[config.mk]
export PLATFORM = sky130hd
export DESIGN_NAME = dma_req_ctrl
export DESIGN_NICKNAME = d
export VERILOG_FILES = /design/src/rtl/dma_pkg.sv /design/src/rtl/dma_arb.sv /design/src/rtl/dma_chan.sv /design/src/rtl/dma_req_ctrl.sv
export SDC_FILE = /design/constraint.sdc
export NUM_CORES = 1
export LEC_CHECK = 0
export BUFFER_PORTS_ARGS = -buffer_cell sky130_fd_sc_hd__buf_4
export CAP_MARGIN = 20
export CORE_MARGIN = 5
export CORE_UTILIZATION = 27
export CTS_CLUSTER_SIZE = 24
export DETAILED_ROUTE_END_ITERATION = 6
export GPL_TIMING_DRIVEN = 1
export PLACE_DENSITY = 0.47
export REMOVE_ABC_BUFFERS = 1
export SLEW_MARGIN = 20
export SYNTH_ARGS = -nofsm -noshare
export SYNTH_HDL_FRONTEND = slang
export SYNTH_SLANG_ARGS = --single-unit
[constraint.sdc]
create_clock -name clk_i -period 2.2 [get_ports clk_i]
set_input_delay 0.22 -clock clk_i [delete_from_list [all_inputs] [get_ports clk_i]]
set_output_delay 0.22 -clock clk_i [all_outputs]
set_load 0.1 [all_outputs]
[src/rtl/dma_pkg.sv]
package dma_pkg;
  typedef enum logic [1:0] {ST_IDLE, ST_HOLD, ST_XFER} dma_state_e;
  localparam logic [1:0] XT_VERIFY = 2'b00;
  localparam logic [1:0] XT_WRITE  = 2'b01;
  localparam logic [1:0] XT_READ   = 2'b10;
endpackage

[src/rtl/dma_arb.sv]
module dma_arb #(
  parameter int N = 4,
  localparam int IW = (N > 1) ? $clog2(N) : 1
) (
  input  logic [N-1:0]  req_i,
  input  logic [IW-1:0] base_i,
  output logic          valid_o,
  output logic [IW-1:0] idx_o
);
  // search from base_i upward, wrapping; nearest offset wins
  always_comb begin
    int k;
    valid_o = 1'b0;
    idx_o   = '0;
    for (int i = N - 1; i >= 0; i--) begin
      k = int'(base_i) + i;
      if (k >= N) k = k - N;
      if (req_i[k]) begin
        valid_o = 1'b1;
        idx_o   = IW'(k);
      end
    end
  end
endmodule

[src/rtl/dma_chan.sv]
module dma_chan #(
  parameter int CNT_W = 6
) (
  input  logic             clk_i,
  input  logic             rst_ni,
  input  logic             load_i,
  input  logic [1:0]       type_i,
  input  logic [CNT_W-1:0] cnt_i,
  input  logic             step_i,
  output logic [1:0]       type_o,
  output logic             last_o
);
  logic [CNT_W-1:0] cnt_q;
  logic [1:0]       type_q;

  always_ff @(posedge clk_i or negedge rst_ni) begin
    if (!rst_ni) begin
      cnt_q  <= '0;
      type_q <= '0;
    end else if (load_i) begin
      cnt_q  <= cnt_i;
      type_q <= type_i;
    end else if (step_i && cnt_q != '0) begin
      cnt_q <= cnt_q - 1'b1;
    end
  end

  assign type_o = type_q;
  assign last_o = (cnt_q == '0);
endmodule

[src/rtl/dma_req_ctrl.sv]
module dma_req_ctrl
  import dma_pkg::*;
#(
  parameter int NUM_CH    = 4,
  parameter int CNT_W     = 6,
  parameter int XFER_CLKS = 4,
  parameter int DW        = 8,
  parameter int AW        = 3,
  localparam int CW = (NUM_CH > 1) ? $clog2(NUM_CH) : 1,
  localparam int PW = (XFER_CLKS > 1) ? $clog2(XFER_CLKS) : 1
) (
  input  logic              clk_i,
  input  logic              rst_ni,
  input  logic [NUM_CH-1:0] dreq_i,
  output logic              hold_req_o,
  input  logic              hold_ack_i,
  output logic [NUM_CH-1:0] dack_no,
  output logic              mem_rd_no,
  output logic              mem_wr_no,
  output logic              io_rd_no,
  output logic              io_wr_no,
  output logic              term_cnt_o,
  input  logic              reg_cs_i,
  input  logic              reg_wr_i,
  input  logic              reg_rd_i,
  input  logic [AW-1:0]     reg_addr_i,
  input  logic [DW-1:0]     reg_wdata_i,
  output logic [DW-1:0]     reg_rdata_o
);
  localparam logic [AW-1:0] MODE_ADDR = AW'(NUM_CH);

  dma_state_e        st_q;
  logic [CW-1:0]     sel_q, base_q, sel_inc, arb_base, arb_idx;
  logic [PW-1:0]     phase_q;
  logic [NUM_CH-1:0] en_q, tc_q, last_v, step_v, sel_oh, tc_hit;
  logic [NUM_CH-1:0] pending, arb_req;
  logic [1:0]        type_v [NUM_CH];
  logic [1:0]        cur_type;
  logic              rot_q, arb_valid, xfer_end, strobe_ph;
  logic              reg_wr, mode_wr, stat_rd;

  assign reg_wr  = reg_cs_i & reg_wr_i;
  assign mode_wr = reg_wr && reg_addr_i == MODE_ADDR;
  assign stat_rd = reg_cs_i && reg_rd_i && reg_addr_i == MODE_ADDR;

  for (genvar c = 0; c < NUM_CH; c++) begin : g_ch
    dma_chan #(.CNT_W(CNT_W)) u_chan (
      .clk_i  (clk_i),
      .rst_ni (rst_ni),
      .load_i (reg_wr && reg_addr_i == AW'(c)),
      .type_i (reg_wdata_i[DW-1 -: 2]),
      .cnt_i  (reg_wdata_i[CNT_W-1:0]),
      .step_i (step_v[c]),
      .type_o (type_v[c]),
      .last_o (last_v[c])
    );
  end

  always_comb begin
    sel_oh = '0;
    if (st_q == ST_XFER) sel_oh[sel_q] = 1'b1;
  end

  assign xfer_end = (st_q == ST_XFER) && (phase_q == PW'(XFER_CLKS - 1));
  assign step_v   = xfer_end ? sel_oh : '0;
  assign tc_hit   = step_v & last_v;
  assign pending  = en_q & dreq_i;
  // channel finishing its count must not win the back-to-back arbitration
  assign arb_req  = (st_q == ST_XFER) ? (pending & ~tc_hit) : pending;
  assign sel_inc  = (sel_q == CW'(NUM_CH - 1)) ? '0 : sel_q + 1'b1;
  assign arb_base = !rot_q ? '0 : ((st_q == ST_XFER) ? sel_inc : base_q);

  dma_arb #(.N(NUM_CH)) u_arb (
    .req_i   (arb_req),
    .base_i  (arb_base),
    .valid_o (arb_valid),
    .idx_o   (arb_idx)
  );

  always_ff @(posedge clk_i or negedge rst_ni) begin
    if (!rst_ni) begin
      st_q    <= ST_IDLE;
      sel_q   <= '0;
      base_q  <= '0;
      phase_q <= '0;
    end else begin
      unique case (st_q)
        ST_IDLE: if (|pending) st_q <= ST_HOLD;
        ST_HOLD: begin
          if (!arb_valid) st_q <= ST_IDLE;
          else if (hold_ack_i) begin
            st_q    <= ST_XFER;
            sel_q   <= arb_idx;
            phase_q <= '0;
          end
        end
        ST_XFER: begin
          if (!xfer_end) phase_q <= phase_q + 1'b1;
          else begin
            phase_q <= '0;
            base_q  <= sel_inc;
            if (arb_valid && hold_ack_i) sel_q <= arb_idx;
            else if (arb_valid)          st_q  <= ST_HOLD;
            else                         st_q  <= ST_IDLE;
          end
        end
        default: st_q <= ST_IDLE;
      endcase
    end
  end

  always_ff @(posedge clk_i or negedge rst_ni) begin
    if (!rst_ni) begin
      en_q  <= '0;
      rot_q <= 1'b0;
      tc_q  <= '0;
    end else begin
      if (mode_wr) begin
        en_q  <= reg_wdata_i[NUM_CH-1:0];
        rot_q <= reg_wdata_i[NUM_CH];
      end else begin
        en_q <= en_q & ~tc_hit;
      end
      tc_q <= (stat_rd ? '0 : tc_q) | tc_hit;
    end
  end

  assign cur_type   = type_v[sel_q];
  assign strobe_ph  = (st_q == ST_XFER) && (phase_q != '0) &&
                      (phase_q != PW'(XFER_CLKS - 1));
  assign hold_req_o = (st_q != ST_IDLE);
  assign dack_no    = ~sel_oh;
  assign mem_rd_no  = ~(strobe_ph && cur_type == XT_READ);
  assign io_wr_no   = ~(strobe_ph && cur_type == XT_READ);
  assign io_rd_no   = ~(strobe_ph && cur_type == XT_WRITE);
  assign mem_wr_no  = ~(strobe_ph && cur_type == XT_WRITE);
  assign term_cnt_o = xfer_end && last_v[sel_q];
  assign reg_rdata_o = stat_rd ? DW'(tc_q) : '0;
endmodule

# [Word-level counts from Yosys, hierarchy flattened]
# Cells that the tools add are included.
[word_totals] regBits=49 latchBits=0 mem_bits_rw=0 romBits=0 in_bits=21 output_inout_bits=18 word_cells=173 mem_count=0
[op_classes] addsub=13 n_mul=0 div_mod_pow=0 order_cmp=11 n_eq_ne=18 shift=0 muxes=64 bitwise_logic=11 reduce_logical=41
[ops] op="$lt A32 B4 Y1 const B" count=4
[ops] op="$mux W32" count=4
[ops] op="$ge A32 B4 Y1 const B" count=3
[ops] op="$sub A32 B4 Y32 const B" count=3
[ops] op="$mux W6" count=8
[ops] op="$mux W2" count=21
[ops] op="$logic_not A6 Y1" count=4
[ops] op="$mux W4" count=6
[ops] op="$reduce_bool A6 Y1" count=4
[ops] op="$sub A6 B1 Y6 const B" count=4
[ops] op="$logic_and A1 B1 Y1" count=19
[ops] op="$and A4 B4 Y4" count=4
[ops] op="$mux W1" count=15
[ops] op="$reduce_bool A2 Y1" count=7
[ops] op="$ne A2 B2 Y1 const B" count=6
[ops] op="$bmux W1 S2" count=5
[ops] op="$eq A2 B2 Y1 const B" count=4
[ops] op="$not A4 Y4" count=2
[ops] op="$pmux W2 S2" count=2
[ops] op="$add A2 B2 Y3 const B" count=2
[ops] op="$eq A3 B2 Y1 const B" count=2
[ops] op="$pmux W2 S3" count=1
[ops] op="$reduce_and A5 Y1" count=1
[ops] op="$add A2 B1 Y2 const B" count=2
[ops] op="23 further kinds" count=25

# [Longest topological paths before layout]
# Gate-level depths: netlist (run 1).
[logic_depth] depth_word=21 ltp_mapped=9 mapped_depth_nobuf=8

# [Cells and area by module]
# A second synthesis (run 1) with hierarchy kept.
[hier_totals] cells_unflattened=346 area_unflattened_um2=3219.3
[modules_own_cells] module="dma_chan" n_inst=4 cells_each=50 area_each_um2=479.2 seq_area_each_um2=200.2
[modules_own_cells] module="dma_req_ctrl" n_inst=1 cells_each=133 area_each_um2=1224.9 seq_area_each_um2=425.4
[modules_own_cells] module="dma_arb" n_inst=1 cells_each=13 area_each_um2=77.6 seq_area_each_um2=0.0

# [Worst setup path before layout (run 1)]
# No wires, ideal clock.
[synth_path] path_kind="reg-to-output" from="register g_ch[3].u_chan.cnt_q[4]" to="output port term_cnt_o" t_arrival_ps=2631 slack_ps=-651 path_stages_with_launch=5 path_buffers=0 cell_sequence="dfrtp_1 -> nor4_1 -> nand2_1 -> mux4_2 -> nor2_1"
[synth_via] elab_chain_cells=4
[synth_lines] element="start: declaration" line_no="dma_chan.sv:13" rtl="logic [CNT_W-1:0] cnt_q;"
[synth_lines] element="start signal: assignment" line_no="dma_chan.sv:21" rtl="cnt_q <= cnt_i;"
[synth_lines] element="start signal: assignment" line_no="dma_chan.sv:24" rtl="cnt_q <= cnt_q - 1'b1;"
[synth_lines] element="$logic_not A6 Y1" line_no="dma_chan.sv:29" rtl="assign last_o = (cnt_q == '0);"
[synth_lines] element="$bmux W1 S2" line_no="dma_req_ctrl.sv:137" rtl="assign term_cnt_o = xfer_end && last_v[sel_q];"
[synth_lines] element="$mux W1 (implied by the code)" line_no="dma_req_ctrl.sv:137"
[synth_lines] element="$logic_and A1 B1 Y1" line_no="dma_req_ctrl.sv:137"
[synth_lines] element="end: declaration" line_no="dma_req_ctrl.sv:22" rtl="output logic term_cnt_o,"
# No other way between the ends. The select of a mux whose other input is x is not followed.

# [Worst setup path after layout (run 1)]
[layout_path] from="register g_ch[3].u_chan.cnt_q[3]" to="output port term_cnt_o"
# The elaborated chain is that of the path after synthesis.

==> impl_metrics.yaml, run 1 <==
pwr:
  power_per_cell_area_nw_per_um2: 884
  vdd.ir_drop.worst_mv: 0.384
  design_power_total_w: 0.00336
  p_leak_nw: 1.64
critical_path:
  cpMaxStageDelayCell: "mux4_2"
  worstPathCellList: "nor4_2, buf_4, nand2_2, mux4_2, nor2_4, buf_12"
  crit_cells: 6
  worst-r2r-setup-slack_ps: 100
  critPathRequiredTime_ps: 1980
  timing.reg2reg.worst_path_depth: 8
  crit-reg2reg-launch: "g_ch[1].u_chan.cnt_q[1]$_DFFE_PN0P_"
  path_class: "flip-flop to output pin"
  end_kind: "output pin"
  r2r-end: "sel_q[1]$_DFFE_PN0P_"
  critPathMaxFanout: 2
  critical-path-top-delay-family: "multiplexers"
  critPathBufInv: 2
  critical_path_arrival_ps: 2030
  cp-start-kind: "flip-flop"
  max_stage_delay_ps: 490
  startpoint: "g_ch[3].u_chan.cnt_q[3]$_DFFE_PN0P_"
floorplanning:
  coreArea_sq_um: 10900
  floorplan.die_area_sq_um: 13400
  die_height_microns: 116
  top_level_ports: 39
  fp-row-count: 38
  floorplan.initialDensity_pct: 27.7
  die_width_microns: 116
sta:
  rsz0062_at_grt: "true"
  final.hold.worst_slack_ps: 172
  finalWorstPathRequiredPeriod_ps: 2250
  hold_viol_final: 0
  setup_viol: 1
  timing_worst_slew_pin_value_ps: 651
  timing.final.ws_setup_ps: -47.8
  timing.setup.tns_ps: -47.8
  timing_max_transition_violations_final: 0
  finalClockSkew_ps: 4.95
  timing.fmax_mhz: 445
  slew_headroom_pct: 56.6
  post-route-period-util_pct: 102
drt:
  avgViaCountPerCell: 4.73
  drc: 0
  wl_mm: 7.87
  met2_wirelength_mm: 3.65
  drtIter0Drc: 156
  wl_met1_mm: 3.73
  dr_total_vias: 2487
  routed.top_layer: "met4"
  dr.pass1.iters: 4
  met3RoutedLength_microns: 261
  antenna_violating_nets_post_route: 0
  wire_per_inst_microns: 15.0
final_layout:
  diodes: 0
  finish.utilization_pct: 34.9
  drive_above_1_share_pct: 29.8
  finish.net_count: 420
  area_delta_synth_final_pct: 26.2
synthesis:
  synth_edf_count: 0
  netlist.top_cell.by_area: "dfrtp_1"
  dominantRegCellSynth: "dfrtp_1"
  synth.distinct_cells: 51
  post_synth_main_area_contributors: "dfrtp_1, nand2_1, ha_1"
  ffs_w_async_s_r_synth_pct: 100
  synth_most_common_cell: "dfrtp_1"
  synth_commonest_cells: "dfrtp_1, nand2_1, nor2_1, o21ai_0, a21oi_1"
  post_synth_instance_area_sq_um: 3020
  synthDominantCellAreaShare_pct: 40.7
  yosys_warnings: 0
  synthesis.instances: 322
  synth_sequential_area_ratio_pct: 40.7
  ys_ff_latch: 49
  synthesis.area_per_instance_sq_um: 9.36
hold_path:
  hold-path-endpoint: "g_ch[1].u_chan.type_o[1]$_DFFE_PN0P_"
  worstHoldPathType: "input pin to flip-flop"
  min_path_cells: 2
  min-delay-start: "reg_wdata_i[7]"
cts:
  insertion_delay_ps: 300
  number_of_cts_inserted_buffers: 5
  h-tree-depth: 2
  clkTransAtPathRegs_ps: 100
  cts_sinks: 49
  clk_path_buf_depth: 2
  cts_tree: "done"
  clockRootBuffer: "clkbuf_8"
place:
  place.port_buffers: 34
  routabilityCongestion: 0.852
  hpwlAfterDp_mm: 5.99
grt:
  grt_start_max_net_pins: 50
  grt_pass1_wl_mm: 12.6
  vias_in_the_first_global_route: 2387
  grt_residual_overflow: 0
  number_of_antenna_violations_at_the_first_check_in_global_routing: 0
  global_route.usage.total_pct: 12.1
run:
  max_cap_viol_count: 0
run_status:
  violations_in_the_final_reports: "negative setup slack"
  run_status: "finished with violations"
## power by group
group / internal [W] / switching, W
logic: 0.000646 / 0.000791
registers: 0.00113 / 0.000205
clock network: 0.000262 / 0.000329
## worst max-delay path by stage
stage                                 to  slack (ps)
floorplan                       io_rd_no        -690
global placement    sel_q[1]$_DFFE_PN0P_           9
detailed placement  sel_q[1]$_DFFE_PN0P_         -20
CTS                           term_cnt_o         -80
global route                  term_cnt_o        -150
finish                        term_cnt_o         -50
## worst register-to-register path, cell delays in order, from the launching register on
cell	delay (ps)
dfrtp_1	410
inv_2	80
ha_4	120
or4b_4	470
o311ai_4	290
nand4_1	190
nand2_2	140
a21oi_1	50
o221a_1	250
## per-layer routing
layer | GRT usage (%) | vias to the layer above
li1 | - | 1241
met1 | 17.1 | 1193
met2 | 18.6 | 43
met3 | 1.57 | 10
met4 | 5.18 | 0
met5 | 0 | -
## registers in the layout, summed over array words and instances (netlist names)
name	count
g_ch.u_chan.cnt_q	24
g_ch.u_chan.type_o	8
en_q	4
tc_q	4
base_q	2
phase_q	2
sel_q	2
st_q	2
rot_q	1
## placed cells by master, fill, tap and decap left out, types with 2 or more instances in the layout
master / n
inv_2: 2
and4_1: 2
nand4_1: 3
clkbuf_8: 6
nand2_1: 45
ha_1: 13
dfrtp_1: 48
mux4_2: 3
buf_4: 67
xnor2_1: 12
nor4_1: 3
inv_1: 13
xor2_1: 8
nand4b_1: 2
a21oi_1: 18
nor3_1: 5
nand3b_1: 2
o21ai_0: 21
nor2_1: 30
mux2i_1: 2
or3_1: 4
nor4_2: 3
a41o_1: 3
nand2_2: 2
nand3_1: 9
a21o_1: 5
mux2_2: 14
and2_1: 5
conb_1: 4
## cells by family (layout without fill, tap and decap cells)
group	after synthesis	count (layout)	share of synthesized area (%)
simple gates	129	129	21.0
fa+ha+maj	14	14	5.81
flops	49	49	40.7
compound gates	58	58	12.7
mux	20	20	8.46
buf+inv	31	92	5.48
other cells	1	4	0.124
xor+xnor	20	20	5.81
## layout make-up
cell class              count  area (sq um)
flip-flops and latches     49          1230
well taps                 140           175
clock buffers               6          82.6
repair buffers             69           533
clock inverters             2          17.5
multi-input cells         245          1710
fillers                  1145          7080
inverters                  15          56.3
## per-stage QoR
stage,worst slack (ps),cells,area (sq um)
after detailed placement,-24.2,513,3580
after global placement,9.39,513,3580
after floorplan,-693,309,2920
final,-47.8,526,3800
after CTS,-80.6,523,3740
after global routing,-148,526,3800
## timing repair
action                     CTS  global route
buffers inserted             1             3
pin swaps                    3             7
hold endpoints to repair    49             0
setup endpoints to repair    7             9
hold buffers                 1             0
gates resized for setup     13             9
No activity file was read; power rests on OpenSTA's default activity.
==> run 2, diff against run 1 <==
Settings changed: GPL_TIMING_DRIVEN 1 to not set, REMOVE_ABC_BUFFERS 1 to not set.
==> run 2 against run 1 <==
Net effect: the flow still finishes with violations (negative setup slack); combinational power about the same; final cell count increased by 0.19%; final area about the same; critical path type unchanged; largest power group unchanged.
==> impl_metrics.yaml, run 2 (synthesized netlist as in run 1, its figures left out) <==
drt:
  avgViaCountPerCell: 4.69
  drtIter0Drc: 119
  antenna_violating_nets_post_route: 0
  wire_per_inst_microns: 15.2
  dr.pass1.iters: 4
  wl_mm: 8.04
  drc: 0
  dr_total_vias: 2474
sta:
  finalWorstPathRequiredPeriod_ps: 2250
  hold_viol_final: 0
  post-route-period-util_pct: 102
  timing.fmax_mhz: 444
  timing.final.ws_setup_ps: -53.9
  setup_viol: 1
  timing_worst_slew_pin_value_ps: 672
  finalClockSkew_ps: 9.40
  rsz0062_at_grt: "true"
  timing_max_transition_violations_final: 0
  slew_headroom_pct: 55.2
critical_path:
  critical-path-top-delay-family: "multiplexers"
  worst-r2r-setup-slack_ps: 30
  worstPathCellList: "nor4_2, buf_4, nand2_2, mux4_2, nor2_4, buf_12"
  max_stage_delay_ps: 500
  critPathRequiredTime_ps: 1980
  critPathMaxFanout: 2
  cpMaxStageDelayCell: "mux4_2"
  cp-start-kind: "flip-flop"
  path_class: "flip-flop to output pin"
  critPathBufInv: 2
  critical_path_arrival_ps: 2030
  end_kind: "output pin"
floorplanning:
  floorplan.die_area_sq_um: 13400
  top_level_ports: 39
  coreArea_sq_um: 10900
  die_height_microns: 116
  fp-row-count: 38
  die_width_microns: 116
  floorplan.initialDensity_pct: 27.7
cts:
  cts_tree: "done"
  number_of_cts_inserted_buffers: 5
  insertion_delay_ps: 310
  clkTransAtPathRegs_ps: 100
  clk_path_buf_depth: 2
  clockRootBuffer: "clkbuf_8"
  h-tree-depth: 2
  cts_sinks: 49
grt:
  global_route.usage.total_pct: 12.4
  grt_pass1_wl_mm: 12.8
  grt_start_max_net_pins: 50
  number_of_antenna_violations_at_the_first_check_in_global_routing: 0
  grt_residual_overflow: 0
  vias_in_the_first_global_route: 2443
pwr:
  design_power_total_w: 0.00336
  vdd.ir_drop.worst_mv: 0.327
  p_leak_nw: 1.63
  power_per_cell_area_nw_per_um2: 884
final_layout:
  layout_common_cells: "buf_4, dfrtp_1, nand2_1"
  area_delta_synth_final_pct: 26.1
  finish.net_count: 421
  register_name_with_the_most_flops: "g_ch.u_chan.cnt_q"
  diodes: 0
  drive_above_1_share_pct: 29.7
  largest_reg_flops: 24
  mostFrequentLayoutCell: "buf_4"
  finish.utilization_pct: 34.9
run_status:
  violations_in_the_final_reports: "negative setup slack"
  run_status: "finished with violations"
run:
  max_cap_viol_count: 0
place:
  routabilityCongestion: 0.805
  hpwlAfterDp_mm: 6.14
  place.port_buffers: 34
hold_path:
  worstHoldPathType: "input pin to flip-flop"
[run 2: cell count changes in the layout (fill, tap and decap cells not counted), sizes merged]
cell / before / now
clkinvlp: 0 / 2
buf: 68 / 69
clkinv: 1 / 0
inv: 16 / 15
[run 2: what timing repair did]
action	in CTS	in global routing
pin swaps	2	8
hold buffers	1	0
endpoints found under the setup margin	3	4
setup buffers	2	4
endpoints found under the hold margin	49	0
resized for setup	10	11
[run 2: final timing paths]
check | from | end | cells after the start
min in group asynchronous | rst_ni | g_ch[0].u_chan.cnt_q[0]$_DFFE_PN0P_ | 2
max reg2reg | g_ch[1].u_chan.cnt_q[1]$_DFFE_PN0P_ | sel_q[1]$_DFFE_PN0P_ | 8
min | reg_wdata_i[7] | g_ch[3].u_chan.type_o[1]$_DFFE_PN0P_ | 2
max in group asynchronous | rst_ni | sel_q[0]$_DFFE_PN0P_ | 2
min reg2reg | tc_q[0]$_DFF_PN0_ | tc_q[0]$_DFF_PN0_ | 1
max | g_ch[3].u_chan.cnt_q[2]$_DFFE_PN0P_ | term_cnt_o | 6
[run 2: power breakdown]
group,switching [W],internal (W),total (W)
sequential,0.000207,0.00113,0.00134
combinational,0.000805,0.000659,0.00146
clock,0.000334,0.000225,0.000559
[run 2: through the flow]
step	std cells	setup TNS, ps	instance area, sq um	setup WS, ps	hold slack (ps)
after CTS	523	-85.2	3730	-85.2	162
after detailed placement	512	-44.2	3580	-44.2	302
final	527	-53.9	3800	-53.9	168
after floorplan	325	-824	3050	-325	-75.6
after global placement	512	0	3580	8.39	303
after global routing	527	-336	3800	-151	161
[run 2: worst register-to-register path, cell delays in order (launching register included)]
cell and delay (ps):
dfrtp_1 410, inv_2 90, ha_4 130, or4b_4 470, o311ai_4 330, nand4_1 180, nand2_2 170, a21oi_2 50
o221a_1 250
[run 2: area by class of cell]
class	instances	area, sq um
Inverter	15	56.3
Sequential cell	49	1230
Clock buffer	6	72.6
Timing Repair Buffer	70	544
Clock inverter	2	15.0
Multi-Input combinational cell	245	1710
Fill cell	1104	7080
Tap cell	140	175
[run 2: layer usage]
| layer | global-route usage (%) | up-vias | wire (microns) |
|---|---|---|---|
| met5 | 0 | - | 0 |
| met3 | 1.93 | 9 | 234 |
| met2 | 20.9 | 37 | 3860 |
| met1 | 16.5 | 1188 | 3780 |
| met4 | 3.87 | 0 | 167 |
| li1 | - | 1240 | - |
